File: src/rtl/kint_pkg.sv
package kint_pkg;
  localparam int NGRP = 3;
  typedef logic [1:0] lvl_t;
  typedef enum logic [1:0] {
    SRC_G0 = 2'd0,
    SRC_G1 = 2'd1,
    SRC_G2 = 2'd2
  } src_e;
endpackage

File: src/rtl/kint_edge.sv
module kint_edge #(
  parameter int N_PIN  = 9,
  parameter int STAGES = 2
) (
  input  logic             clk_i,
  input  logic             rst_ni,
  input  logic [N_PIN-1:0] pin_i,
  input  logic [N_PIN-1:0] fall_sel_i,
  output logic [N_PIN-1:0] ev_o
);
  for (genvar p = 0; p < N_PIN; p++) begin : g_pin
    logic [STAGES-1:0] sync_q;
    logic              prev_q;
    always_ff @(posedge clk_i or negedge rst_ni) begin
      if (!rst_ni) begin
        sync_q <= '1;
        prev_q <= 1'b1;
      end else begin
        sync_q <= {sync_q[STAGES-2:0], pin_i[p]};
        prev_q <= sync_q[STAGES-1];
      end
    end
    // fall: 1->0, rise: 0->1 between consecutive synchronized samples
    assign ev_o[p] = fall_sel_i[p] ? (prev_q & ~sync_q[STAGES-1])
                                   : (~prev_q & sync_q[STAGES-1]);
  end
endmodule

File: src/rtl/kint_regs.sv
module kint_regs
  import kint_pkg::*;
#(
  parameter int          N_PIN_A = 8,
  parameter int          N_LO    = 4,
  parameter logic [7:0]  A_PRIO_A = 8'h20,
  parameter logic [7:0]  A_PRIO_B = 8'h21,
  parameter logic [7:0]  A_EN     = 8'h23,
  parameter logic [7:0]  A_PEND   = 8'h25,
  parameter logic [7:0]  A_POL_A  = 8'h52,
  parameter logic [7:0]  A_POL_B  = 8'h53,
  localparam int         N_PIN    = N_PIN_A + 1
) (
  input  logic             clk_i,
  input  logic             rst_ni,
  input  logic [7:0]       addr_i,
  input  logic [7:0]       wdata_i,
  input  logic             we_i,
  input  logic             re_i,
  output logic [7:0]       rdata_o,
  input  logic [N_PIN-1:0] ev_i,
  output logic [N_PIN-1:0] fall_sel_o,
  output lvl_t             prio_a_o,
  output lvl_t             prio_b_o,
  output logic [NGRP-1:0]  en_o,
  output logic [NGRP-1:0]  pend_o
);
  logic [N_PIN-1:0] pol_q;
  lvl_t             prio_a_q, prio_b_q;
  logic [NGRP-1:0]  en_q, pend_q, grp_set, grp_clr;

  assign grp_set[0] = |ev_i[N_LO-1:0];
  assign grp_set[1] = |ev_i[N_PIN_A-1:N_LO];
  assign grp_set[2] = ev_i[N_PIN_A];
  assign grp_clr    = (we_i && addr_i == A_PEND) ? wdata_i[5:3] : '0;

  always_ff @(posedge clk_i or negedge rst_ni) begin
    if (!rst_ni) begin
      pol_q    <= '1;
      prio_a_q <= '0;
      prio_b_q <= '0;
      en_q     <= '0;
    end else if (we_i) begin
      unique case (addr_i)
        A_POL_A:  pol_q[N_PIN_A-1:0] <= wdata_i[N_PIN_A-1:0];
        A_POL_B:  pol_q[N_PIN_A]     <= wdata_i[0];
        A_PRIO_A: prio_a_q           <= wdata_i[7:6];
        A_PRIO_B: prio_b_q           <= wdata_i[1:0];
        A_EN:     en_q               <= wdata_i[5:3];
        default: ;
      endcase
    end
  end

  // set dominates a same-cycle clear
  always_ff @(posedge clk_i or negedge rst_ni) begin
    if (!rst_ni) pend_q <= '0;
    else         pend_q <= grp_set | (pend_q & ~grp_clr);
  end

  always_comb begin
    rdata_o = '0;
    if (re_i) begin
      unique case (addr_i)
        A_POL_A:  rdata_o = pol_q[N_PIN_A-1:0];
        A_POL_B:  rdata_o = {7'b0, pol_q[N_PIN_A]};
        A_PRIO_A: rdata_o = {prio_a_q, 6'b0};
        A_PRIO_B: rdata_o = {6'b0, prio_b_q};
        A_EN:     rdata_o = {2'b0, en_q, 3'b0};
        A_PEND:   rdata_o = {2'b0, pend_q, 3'b0};
        default:  rdata_o = '0;
      endcase
    end
  end

  assign fall_sel_o = pol_q;
  assign prio_a_o   = prio_a_q;
  assign prio_b_o   = prio_b_q;
  assign en_o       = en_q;
  assign pend_o     = pend_q;

  for (genvar g = 0; g < NGRP; g++) begin : g_chk
    AST_FLAG_FALL_ON_CLEAR: assert property (@(posedge clk_i) disable iff (!rst_ni)
      $fell(pend_q[g]) |-> $past(we_i && addr_i == A_PEND && wdata_i[3+g]));
    AST_SET_WINS: assert property (@(posedge clk_i) disable iff (!rst_ni)
      grp_set[g] |=> pend_q[g]);
  end
endmodule

File: src/rtl/kint_arb.sv
module kint_arb
  import kint_pkg::*;
(
  input  logic [NGRP-1:0] pend_i,
  input  logic [NGRP-1:0] en_i,
  input  lvl_t            prio_a_i,
  input  lvl_t            prio_b_i,
  input  lvl_t            cpu_lvl_i,
  output logic            irq_o,
  output lvl_t            irq_lvl_o,
  output src_e            irq_src_o
);
  lvl_t grp_lvl [NGRP];
  logic [NGRP-1:0] req;

  assign grp_lvl[0] = prio_a_i;
  assign grp_lvl[1] = prio_a_i;
  assign grp_lvl[2] = prio_b_i;

  for (genvar g = 0; g < NGRP; g++) begin : g_req
    assign req[g] = pend_i[g] & en_i[g] & (grp_lvl[g] > cpu_lvl_i);
  end

  // strict compare keeps the lower index on equal levels
  always_comb begin
    irq_o     = 1'b0;
    irq_lvl_o = '0;
    irq_src_o = SRC_G0;
    for (int g = 0; g < NGRP; g++) begin
      if (req[g] && (!irq_o || grp_lvl[g] > irq_lvl_o)) begin
        irq_o     = 1'b1;
        irq_lvl_o = grp_lvl[g];
        irq_src_o = src_e'(g[1:0]);
      end
    end
  end
endmodule

File: src/rtl/kint_ctrl.sv
module kint_ctrl
  import kint_pkg::*;
#(
  parameter int N_PIN_A = 8,
  parameter int N_LO    = 4,
  parameter int STAGES  = 2,
  localparam int N_PIN  = N_PIN_A + 1
) (
  input  logic             clk_i,
  input  logic             rst_ni,
  input  logic [N_PIN-1:0] pin_i,
  input  logic [7:0]       addr_i,
  input  logic [7:0]       wdata_i,
  input  logic             we_i,
  input  logic             re_i,
  output logic [7:0]       rdata_o,
  input  logic [1:0]       cpu_lvl_i,
  output logic             irq_o,
  output logic [1:0]       irq_lvl_o,
  output logic [1:0]       irq_src_o
);
  logic [N_PIN-1:0] ev, fall_sel;
  lvl_t             prio_a, prio_b;
  logic [NGRP-1:0]  en, pend;
  src_e             src;

  kint_edge #(.N_PIN(N_PIN), .STAGES(STAGES)) u_edge (
    .clk_i, .rst_ni, .pin_i, .fall_sel_i(fall_sel), .ev_o(ev)
  );

  kint_regs #(.N_PIN_A(N_PIN_A), .N_LO(N_LO)) u_regs (
    .clk_i, .rst_ni, .addr_i, .wdata_i, .we_i, .re_i, .rdata_o,
    .ev_i(ev), .fall_sel_o(fall_sel), .prio_a_o(prio_a), .prio_b_o(prio_b),
    .en_o(en), .pend_o(pend)
  );

  kint_arb u_arb (
    .pend_i(pend), .en_i(en), .prio_a_i(prio_a), .prio_b_i(prio_b),
    .cpu_lvl_i, .irq_o, .irq_lvl_o, .irq_src_o(src)
  );

  assign irq_src_o = src;

  AST_REQ_ABOVE_MASK: assert property (@(posedge clk_i) disable iff (!rst_ni)
    irq_o |-> irq_lvl_o > cpu_lvl_i);
  AST_REQ_BACKED: assert property (@(posedge clk_i) disable iff (!rst_ni)
    irq_o |-> (pend[irq_src_o] && en[irq_src_o]));
  AST_SRC_LEGAL: assert property (@(posedge clk_i) disable iff (!rst_ni)
    irq_o |-> irq_src_o != 2'd3);
  AST_LVL_MAX_A: assert property (@(posedge clk_i) disable iff (!rst_ni)
    ((pend[0] | pend[1]) && (en[0] | en[1]) && prio_a > cpu_lvl_i && (pend & en & 3'b011) != 0)
      |-> (irq_o && irq_lvl_o >= prio_a));
  AST_LVL_MAX_B: assert property (@(posedge clk_i) disable iff (!rst_ni)
    (pend[2] && en[2] && prio_b > cpu_lvl_i) |-> (irq_o && irq_lvl_o >= prio_b));
endmodule

File: config.mk
export PLATFORM = sky130hd
export DESIGN_NAME = kint_ctrl
export DESIGN_NICKNAME = d
export VERILOG_FILES = /design/src/rtl/kint_pkg.sv /design/src/rtl/kint_edge.sv /design/src/rtl/kint_regs.sv /design/src/rtl/kint_arb.sv /design/src/rtl/kint_ctrl.sv
export SDC_FILE = /design/constraint.sdc
export NUM_CORES = 1
export LEC_CHECK = 0
export ABC_AREA = 1
export BUFFER_PORTS_ARGS = -buffer_cell sky130_fd_sc_hd__buf_2
export CELL_PAD_IN_SITES_DETAIL_PLACEMENT = 1
export CELL_PAD_IN_SITES_GLOBAL_PLACEMENT = 1
export CORE_MARGIN = 3
export CORE_UTILIZATION = 40
export DETAILED_ROUTE_END_ITERATION = 7
export GPL_TIMING_DRIVEN = 0
export HOLD_SLACK_MARGIN = 0.06
export PLACE_DENSITY = 0.81
export SYNTH_ARGS = -nofsm -noshare
export SYNTH_HDL_FRONTEND = slang
export SYNTH_SLANG_ARGS = --single-unit
File: constraint.sdc
create_clock -name clk_i -period 2.7 [get_ports clk_i]
set_input_delay 0.135 -clock clk_i [delete_from_list [all_inputs] [get_ports clk_i]]
set_output_delay 0.135 -clock clk_i [all_outputs]
set_load 0.01 [all_outputs]
==> results.md, run 1 <==
### Timing
• setup tns final: 0 ps
• worst max-slew margin expressed relative to the limit: 0.338
• Max Clk Rate: 0.405 GHz
• setup repair after global routing missed its margin: no
• endpoints failing hold: 0
• setup violators final: 0
• post-layout minimum cycle time: 2470 ps
• transition at the pin with the smallest max-transition slack: 992 ps
• period utilization: 0.914
• worst clock skew: 3.81 ps
• number of pins exceeding their max-slew limit in the final report: 0
• Worst Slack Setup Final: 232 ps

### Final layout
• total of fill cells in the finished design: 668
• footprint of the multi-input gates: 915 um^2
• ant diodes: 0
• share of final-layout standard cells stronger than drive strength 1: 0.328
• nets: 368
• total area of sequential cells: 1200 um^2
• synth-to-layout area growth: 26.7%

### Routing
• number of DRC markers in iteration 0: 81
• met3 layer wire length in the routed design: 216 um
• top layer in use: met4
• number of vias per cell: 4.87
• wire length per cell after detailed routing: 13.9 um
• wire length on met1: 2380 um
• remaining antenna violation count: 0
• final wirelength: 5580 um
• vias: 1,958
• first-pass iteration count of the detailed router: 4
• DRC violations left: 0
• wire length on met2: 2890 um

### Logic synthesis
• commonest cells in the netlist: sky130_fd_sc_hd__nand2_1, sky130_fd_sc_hd__inv_1, sky130_fd_sc_hd__dfstp_2
• Synth Flop Type: sky130_fd_sc_hd__dfstp_2
• cell types occupying the most area after synthesis: sky130_fd_sc_hd__dfstp_2, sky130_fd_sc_hd__dfrtp_1, sky130_fd_sc_hd__nand2_1, sky130_fd_sc_hd__inv_1, sky130_fd_sc_hd__nand3_1
• library cells used by synthesis: 25
• net count of the mapped netlist: 303
• Mapped Area: 2240 um^2
• syn_area_per_cell: 8.42 um^2
• post-synthesis async set-or-reset flop share: 1.00
• Yosys top cell area share: 0.423
• total number of yosys warnings: 0
• Mapped Cells: 266
• leading cell type by number of instances after synthesis: sky130_fd_sc_hd__nand2_1
• number of synthesized flops with an enable pin: 0
• Seq/Total Area, Yosys: 0.534
• count of state elements after synthesis: 46
• biggest area consumer among synthesized cells: sky130_fd_sc_hd__dfstp_2

### Global route
• initial antenna violation count: 0
• via count of the first global-routing pass: 2,099
• gr usage total: 0.193
• wire length of the first global-routing pass: 9590 um
• largest net degree at the start of global routing: 47
• aggregate global routing overflow: 0

### Setup path
• Required @ worst endpoint: 2570 ps
• R2R setup slack: 1510 ps
• launching point of the worst reg2reg path: u_regs.fall_sel_o[0]
• critical path class: reg2out
• critical path fanouts, max: 3
• Critical Path Sink Type: output port
• crit start category: register
• worst reg2reg path endpoint: u_regs.pend_o[0]
• worst reg-to-reg path cell count: 7
• worst path arrival time: 2330 ps

### Power and ir drop
• power per unit of standard cell area: 513 nW/um^2
• Pleak: 1.46 nW
• Max rail drop VDD: 0.419 mV

### Min path
• end point of the worst hold path: u_regs.fall_sel_o[5]
• cell count of the worst hold path: 3
• beginning of the worst hold path: wdata_i[5]
• kind of path behind the tightest hold check: in2reg

### Die
• number of top-level design ports: 44
• area of the placeable core: 5270 um^2
• Initial Utilization: 0.425
• overall die width: 80.8 um
• Die Outline Area: 6530 um^2
• Vert. Die Dim: 80.8 um
• Row Count: 26

### Clocking
• deepest clock path buffer count: 2
• Clock Sink Count: 46
• clock tree from TritonCTS: yes
• clock edge transition at the registers on the reported setup and hold paths: 90 ps
• clock network latency to the later pin of the worst-skew pair: 300 ps
• clock tree root buffer cell: sky130_fd_sc_hd__clkbuf_8
• # H-tree levels: 2
• number of buffers created by CTS: 5

### Run status
• result of the run: finished clean

### Place
• placer's final routability congestion estimate: 0.821
• HPWL after detailed placement: 4200 um
• DP Worst Slack: 30.0 ps
• count of port buffers added during placement: 43

### Job
• max-cap viol count: 0

-- kinds of logic (layout without fill, tap and decap cells) --
family,after synthesis,after routing,share of synthesized area
simple gates,137,137,0.271
flops,46,46,0.534
buf+inv,42,108,0.0755
compound gates,35,35,0.0861
fa+ha+maj,6,6,0.0335
-- placed cells by master, fill, tap and decap left out --
cell type                       instances
sky130_fd_sc_hd__o21ai_1                2
sky130_fd_sc_hd__buf_8                  1
sky130_fd_sc_hd__clkbuf_8               5
sky130_fd_sc_hd__ha_1                   5
sky130_fd_sc_hd__o21ai_0               16
sky130_fd_sc_hd__nand3b_1               2
sky130_fd_sc_hd__nand2_1               64
sky130_fd_sc_hd__nand3_2                1
sky130_fd_sc_hd__o21ai_2                2
sky130_fd_sc_hd__dfrtp_1               10
sky130_fd_sc_hd__o211ai_1               1
sky130_fd_sc_hd__nor2_4                 2
sky130_fd_sc_hd__dfstp_2               36
sky130_fd_sc_hd__buf_4                  3
sky130_fd_sc_hd__nor2_8                 1
sky130_fd_sc_hd__buf_2                 43
sky130_fd_sc_hd__o21a_1                 1
sky130_fd_sc_hd__nand2_2                5
sky130_fd_sc_hd__dlygate4sd3_1         12
sky130_fd_sc_hd__a21oi_1               11
sky130_fd_sc_hd__nand2_4                1
sky130_fd_sc_hd__inv_1                 38
sky130_fd_sc_hd__a21o_1                 1
sky130_fd_sc_hd__inv_2                  3
sky130_fd_sc_hd__nor2_2                 2
sky130_fd_sc_hd__nand3_1               28
sky130_fd_sc_hd__a21boi_4               1
sky130_fd_sc_hd__ha_4                   1
sky130_fd_sc_hd__bufinv_16              1
sky130_fd_sc_hd__nand4_1                1
sky130_fd_sc_hd__clkinvlp_4             1
sky130_fd_sc_hd__nor2_1                29
sky130_fd_sc_hd__clkbuf_1               1
sky130_fd_sc_hd__nor3_1                 1
-- where the power goes --
part,internal [mW],switching [mW]
clock network,0.276,0.232
logic,0.0721,0.101
registers,0.750,0.0231
total,1.10,0.356
-- critical path, stage by stage (launching register included) --
cell	delay [ps]
sky130_fd_sc_hd__dfrtp_1	400
sky130_fd_sc_hd__ha_1	290
sky130_fd_sc_hd__nand2_1	80
sky130_fd_sc_hd__a21boi_4	180
sky130_fd_sc_hd__nand2_2	90
sky130_fd_sc_hd__nor2_4	90
sky130_fd_sc_hd__inv_1	70
sky130_fd_sc_hd__ha_4	270
sky130_fd_sc_hd__nand2_1	50
sky130_fd_sc_hd__nand2_1	70
sky130_fd_sc_hd__nand3_2	90
sky130_fd_sc_hd__nand2_2	100
sky130_fd_sc_hd__inv_1	50
sky130_fd_sc_hd__nor2_1	70
sky130_fd_sc_hd__buf_2	130
-- metal layers --
metal,vias to the layer above,global-route usage
met5,-,0
met4,0,0.0760
met3,8,0.0388
met2,40,0.329
met1,934,0.238
li1,976,-
-- repair_timing --
| item | in CTS | in global routing |
|---|---|---|
| setup endpoints to repair | 4 | 4 |
| resized for setup | 5 | 5 |
| hold endpoints to repair | 21 | 0 |
| pin swaps | 0 | 2 |
| setup buffers | 0 | 3 |
| cloned | 0 | 0 |
| hold buffers | 12 | 0 |
-- sequential cells by signal, summed over array words and instances (netlist names) --
signal               flops
u_regs.prio_b_o          2
u_regs.pend_o            3
u_edge.g_pin.prev_q      9
u_regs.prio_a_o          2
u_regs.fall_sel_o        9
u_edge.g_pin.sync_q     18
u_regs.en_o              3
-- cell type report --
class / count / share of cell area
clock buffers: 6 / 0.0256
clock inverters: 2 / 0.0132
flip-flops and latches: 46 / 0.422
multi-input cells: 178 / 0.323
plain buffers: 1 / 0.00530
inverters: 41 / 0.0543
well taps: 70 / 0.0309
repair buffers: 58 / 0.126
-- through the flow --
stage | hold WS [ps] | cell area [um^2] | total power [mW] | utilization | instances
after floorplan | -161 | 2240 | 0.855 | - | 266
after global placement | 240 | 2540 | 0.922 | 0.482 | 379
after detailed placement | 241 | 2540 | 0.933 | 0.482 | 379
after CTS | 61.6 | 2790 | 1.47 | 0.529 | 399
after global routing | 70.8 | 2840 | 1.53 | 0.538 | 402
final | 64.3 | 2840 | 1.45 | 0.538 | 402
-- worst max path at each step --
stage	cells after the start	slack, ps	from	end
after global routing	16	40	u_regs.prio_a_o[0]	irq_src_o[0]
after CTS	16	3	u_regs.prio_a_o[0]	irq_src_o[0]
after global placement	16	120	u_regs.prio_a_o[0]	irq_src_o[0]
after floorplan	14	420	u_regs.prio_a_o[1]	irq_src_o[0]
after detailed placement	16	30	u_regs.prio_a_o[0]	irq_src_o[0]
final	14	230	u_regs.prio_a_o[1]	irq_src_o[0]
Note: power is estimated with default switching activity, not from simulation.
==> inputs of run 2 (changes only) <==
--- a/config.mk
+++ b/config.mk
@@ -5,16 +5,15 @@
 export SDC_FILE = /design/constraint.sdc
 export NUM_CORES = 1
 export LEC_CHECK = 0
-export ABC_AREA = 1
 export BUFFER_PORTS_ARGS = -buffer_cell sky130_fd_sc_hd__buf_2
 export CELL_PAD_IN_SITES_DETAIL_PLACEMENT = 1
 export CELL_PAD_IN_SITES_GLOBAL_PLACEMENT = 1
 export CORE_MARGIN = 3
-export CORE_UTILIZATION = 40
+export CORE_UTILIZATION = 43
 export DETAILED_ROUTE_END_ITERATION = 7
 export GPL_TIMING_DRIVEN = 0
 export HOLD_SLACK_MARGIN = 0.06
-export PLACE_DENSITY = 0.81
+export PLACE_DENSITY = 0.82
 export SYNTH_ARGS = -nofsm -noshare
 export SYNTH_HDL_FRONTEND = slang
 export SYNTH_SLANG_ARGS = --single-unit
==> results.md, run 2 <==
### Run status
• result of the run: complete, but fails checks
• failing checks: setup timing

### Routing
• first-pass iteration count of the detailed router: 4, unchanged
• number of vias per cell: 5.33, +9.5%
• DRC violations left: 0, unchanged
• remaining antenna violation count: 0, unchanged
• vias: 1,680, -14%
• final wirelength: 5170 um, -7.4%
• number of DRC markers in iteration 0: 53, -35%
• wire length per cell after detailed routing: 16.4 um, +18%

### Place
• HPWL after detailed placement: 3350 um, -20%
• placer's final routability congestion estimate: 0.826, +0.54%
• count of port buffers added during placement: 43, unchanged

### Die
• Row Count: 24, -7.7%
• Initial Utilization: 0.463, +0.0383
• number of top-level design ports: 44, unchanged
• Vert. Die Dim: 75.9 um, -6.1%
• area of the placeable core: 4530 um^2, -14%
• Die Outline Area: 5760 um^2, -12%
• overall die width: 75.9 um, -6.1%

### Logic synthesis
• number of synthesized flops with an enable pin: 0, unchanged
• count of state elements after synthesis: 46, unchanged
• total number of yosys warnings: 0, unchanged
• post-synthesis async set-or-reset flop share: 1.00, unchanged
• library cells used by synthesis: 37, +48%
• net count of the mapped netlist: 208, -31%
• Synth Flop Type: sky130_fd_sc_hd__dfstp_2
• leading cell type by number of instances after synthesis: sky130_fd_sc_hd__dfstp_2
• syn_area_per_cell: 12.3 um^2, +46%
• Mapped Area: 2100 um^2, -6.2%
• Seq/Total Area, Yosys: 0.570, +0.0353
• commonest cells in the netlist: sky130_fd_sc_hd__dfstp_2, sky130_fd_sc_hd__nand2_1, sky130_fd_sc_hd__nand2b_1
• Mapped Cells: 171, -36%
• biggest area consumer among synthesized cells: sky130_fd_sc_hd__dfstp_2
• Yosys top cell area share: 0.451, +0.0280
• cell types occupying the most area after synthesis: sky130_fd_sc_hd__dfstp_2, sky130_fd_sc_hd__dfrtp_1, sky130_fd_sc_hd__mux2_2, sky130_fd_sc_hd__mux2_1, sky130_fd_sc_hd__ha_1

### Timing
• setup tns final: -473 ps, -473 ps
• post-layout minimum cycle time: 2860 ps, +390 ps
• number of pins exceeding their max-slew limit in the final report: 0, unchanged
• setup repair after global routing missed its margin: yes
• worst max-slew margin expressed relative to the limit: 0.139, -0.200
• Max Clk Rate: 0.350 GHz, -14%
• transition at the pin with the smallest max-transition slack: 1280 ps, +288 ps
• period utilization: 1.06, +0.145
• setup violators final: 4, +4
• worst clock skew: 7.42 ps, +3.61 ps
• endpoints failing hold: 0, unchanged
• Worst Slack Setup Final: -159 ps, -390 ps

### Clocking
• clock tree root buffer cell: sky130_fd_sc_hd__clkbuf_8
• clock tree from TritonCTS: yes
• clock network latency to the later pin of the worst-skew pair: 300 ps, about the same
• clock edge transition at the registers on the reported setup and hold paths: 90 ps, about the same
• # H-tree levels: 2, unchanged
• deepest clock path buffer count: 2, unchanged
• Clock Sink Count: 46, unchanged
• number of buffers created by CTS: 5, unchanged

### Global route
• largest net degree at the start of global routing: 47, unchanged
• via count of the first global-routing pass: 1,785, -15%
• aggregate global routing overflow: 0, unchanged
• gr usage total: 0.200, +0.00735
• initial antenna violation count: 0, unchanged
• wire length of the first global-routing pass: 8380 um, -13%

### Setup path
• worst path arrival time: 2720 ps, +390 ps
• crit start category: register
• critical path fanouts, max: 4, +1
• Critical Path Sink Type: output port
• Required @ worst endpoint: 2570 ps, about the same
• critical path class: reg2out

### Power and ir drop
• Pleak: 1.24 nW, -15%
• power per unit of standard cell area: 477 nW/um^2, -7.1%
• Max rail drop VDD: 0.399 mV, -4.7%
• total power of the final layout: 1.35 mW, -7.4%

### Final layout
• leading cell types in the layout, fill and taps excluded: sky130_fd_sc_hd__buf_2, sky130_fd_sc_hd__dfstp_2, sky130_fd_sc_hd__nand2_1
• share of final-layout standard cells stronger than drive strength 1: 0.512, +0.184
• nets: 286, -22%
• total of fill cells in the finished design: 480, -28%
• flip-flop count of the largest register, all copies and words added: 18, unchanged
• synth-to-layout area growth: 34.7%
• ant diodes: 0, unchanged
• register containing the most flip-flops in the final layout: u_edge.g_pin.sync_q
• most common cell after layout, fill and taps aside: sky130_fd_sc_hd__buf_2
• Layout Utilization: 0.624, +0.0856

### Job
• max-cap viol count: 0, unchanged

### Min path
• kind of path behind the tightest hold check: in2reg

-- run 2: final cells by class --
| cell class | instances | area (um^2) | area share |
|---|---|---|---|
| inverters | 6 | 22.5 | 0.00796 |
| plain buffers | 1 | 5.00 | 0.00177 |
| clock buffers | 6 | 82.6 | 0.0292 |
| well taps | 65 | 81.3 | 0.0288 |
| flip-flops and latches | 46 | 1200 | 0.423 |
| clock inverters | 2 | 12.5 | 0.00442 |
| multi-input cells | 118 | 967 | 0.342 |
| repair buffers | 71 | 460 | 0.163 |
-- run 2: kinds of logic (layout without fill, tap and decap cells) --
family | count (synthesis) | count (layout) | share of synthesized area
and+or+nand+nor | 65 | 65 | 0.180
DFF | 46 | 46 | 0.570
AOI/OAI and AO/OA | 30 | 30 | 0.110
muxes | 17 | 17 | 0.0912
buffers and inverters | 7 | 86 | 0.0131
adders and majority gates | 6 | 6 | 0.0358
-- run 2: worst max-delay path: stages, from the launching register on --
cell and delay (ps):
sky130_fd_sc_hd__dfrtp_1 420, sky130_fd_sc_hd__ha_4 300, sky130_fd_sc_hd__nand2b_4 60, sky130_fd_sc_hd__a221oi_4 370, sky130_fd_sc_hd__and2_4 210, sky130_fd_sc_hd__ha_1 230, sky130_fd_sc_hd__nand2_1 120, sky130_fd_sc_hd__o21ai_4 80
sky130_fd_sc_hd__buf_4 140, sky130_fd_sc_hd__a21oi_2 180, sky130_fd_sc_hd__a32o_1 170, sky130_fd_sc_hd__buf_2 140
-- run 2: path summary, 6_finish.rpt --
kind	from	to	slack, ps	depth (start not counted)
hold reg to reg	u_edge.g_pin[6].sync_q[0]	u_edge.g_pin[6].sync_q[1]	350	0
setup reg to reg	u_edge.g_pin[5].sync_q[1]	u_regs.pend_o[1]	1410	4
setup / recovery	u_regs.prio_a_o[1]	irq_lvl_o[1]	-160	11
hold / removal	wdata_i[5]	u_regs.en_o[2]	80	2
min in group asynchronous	rst_ni	u_regs.en_o[1]	530	2
max in group asynchronous	rst_ni	u_regs.prio_b_o[1]	1560	2
-- run 2: report_power, final --
group	total (mW)	leakage (nW)	internal, mW	switching, mW
registers	0.767	0.500	0.743	0.0242
logic	0.152	0.689	0.0799	0.0726
clock network	0.428	0.0472	0.206	0.223
total	1.35	1.24	1.03	0.319
-- run 2: metrics by stage --
step / setup slack (ps) / cells / hold slack [ps] / cell area, um^2
after floorplan: 51.1 / 171 / -161 / 2100
after global placement: -185 / 279 / 239 / 2400
after detailed placement: -189 / 279 / 241 / 2400
after CTS: -68.5 / 312 / 72.4 / 2770
after global routing: -271 / 315 / 88.6 / 2830
final: -159 / 315 / 83.9 / 2830
-- run 2: timing repair --
| item | in CTS | in global routing |
|---|---|---|
| setup buffers | 11 | 3 |
| setup endpoints to repair | 4 | 4 |
| hold buffers | 14 | 0 |
| hold endpoints to repair | 23 | 0 |
| gates resized for setup | 11 | 6 |
| pin swaps | 6 | 6 |
-- run 2: layer usage --
layer / vias up / part of all wire / global-route usage
met2: 47 / 0.52 / 0.344
met3: 14 / 0.037 / 0.0422
met5: - / 0 / 0
met4: 0 / 0.031 / 0.0990
met1: 843 / 0.41 / 0.235
li1: 776 / - / -
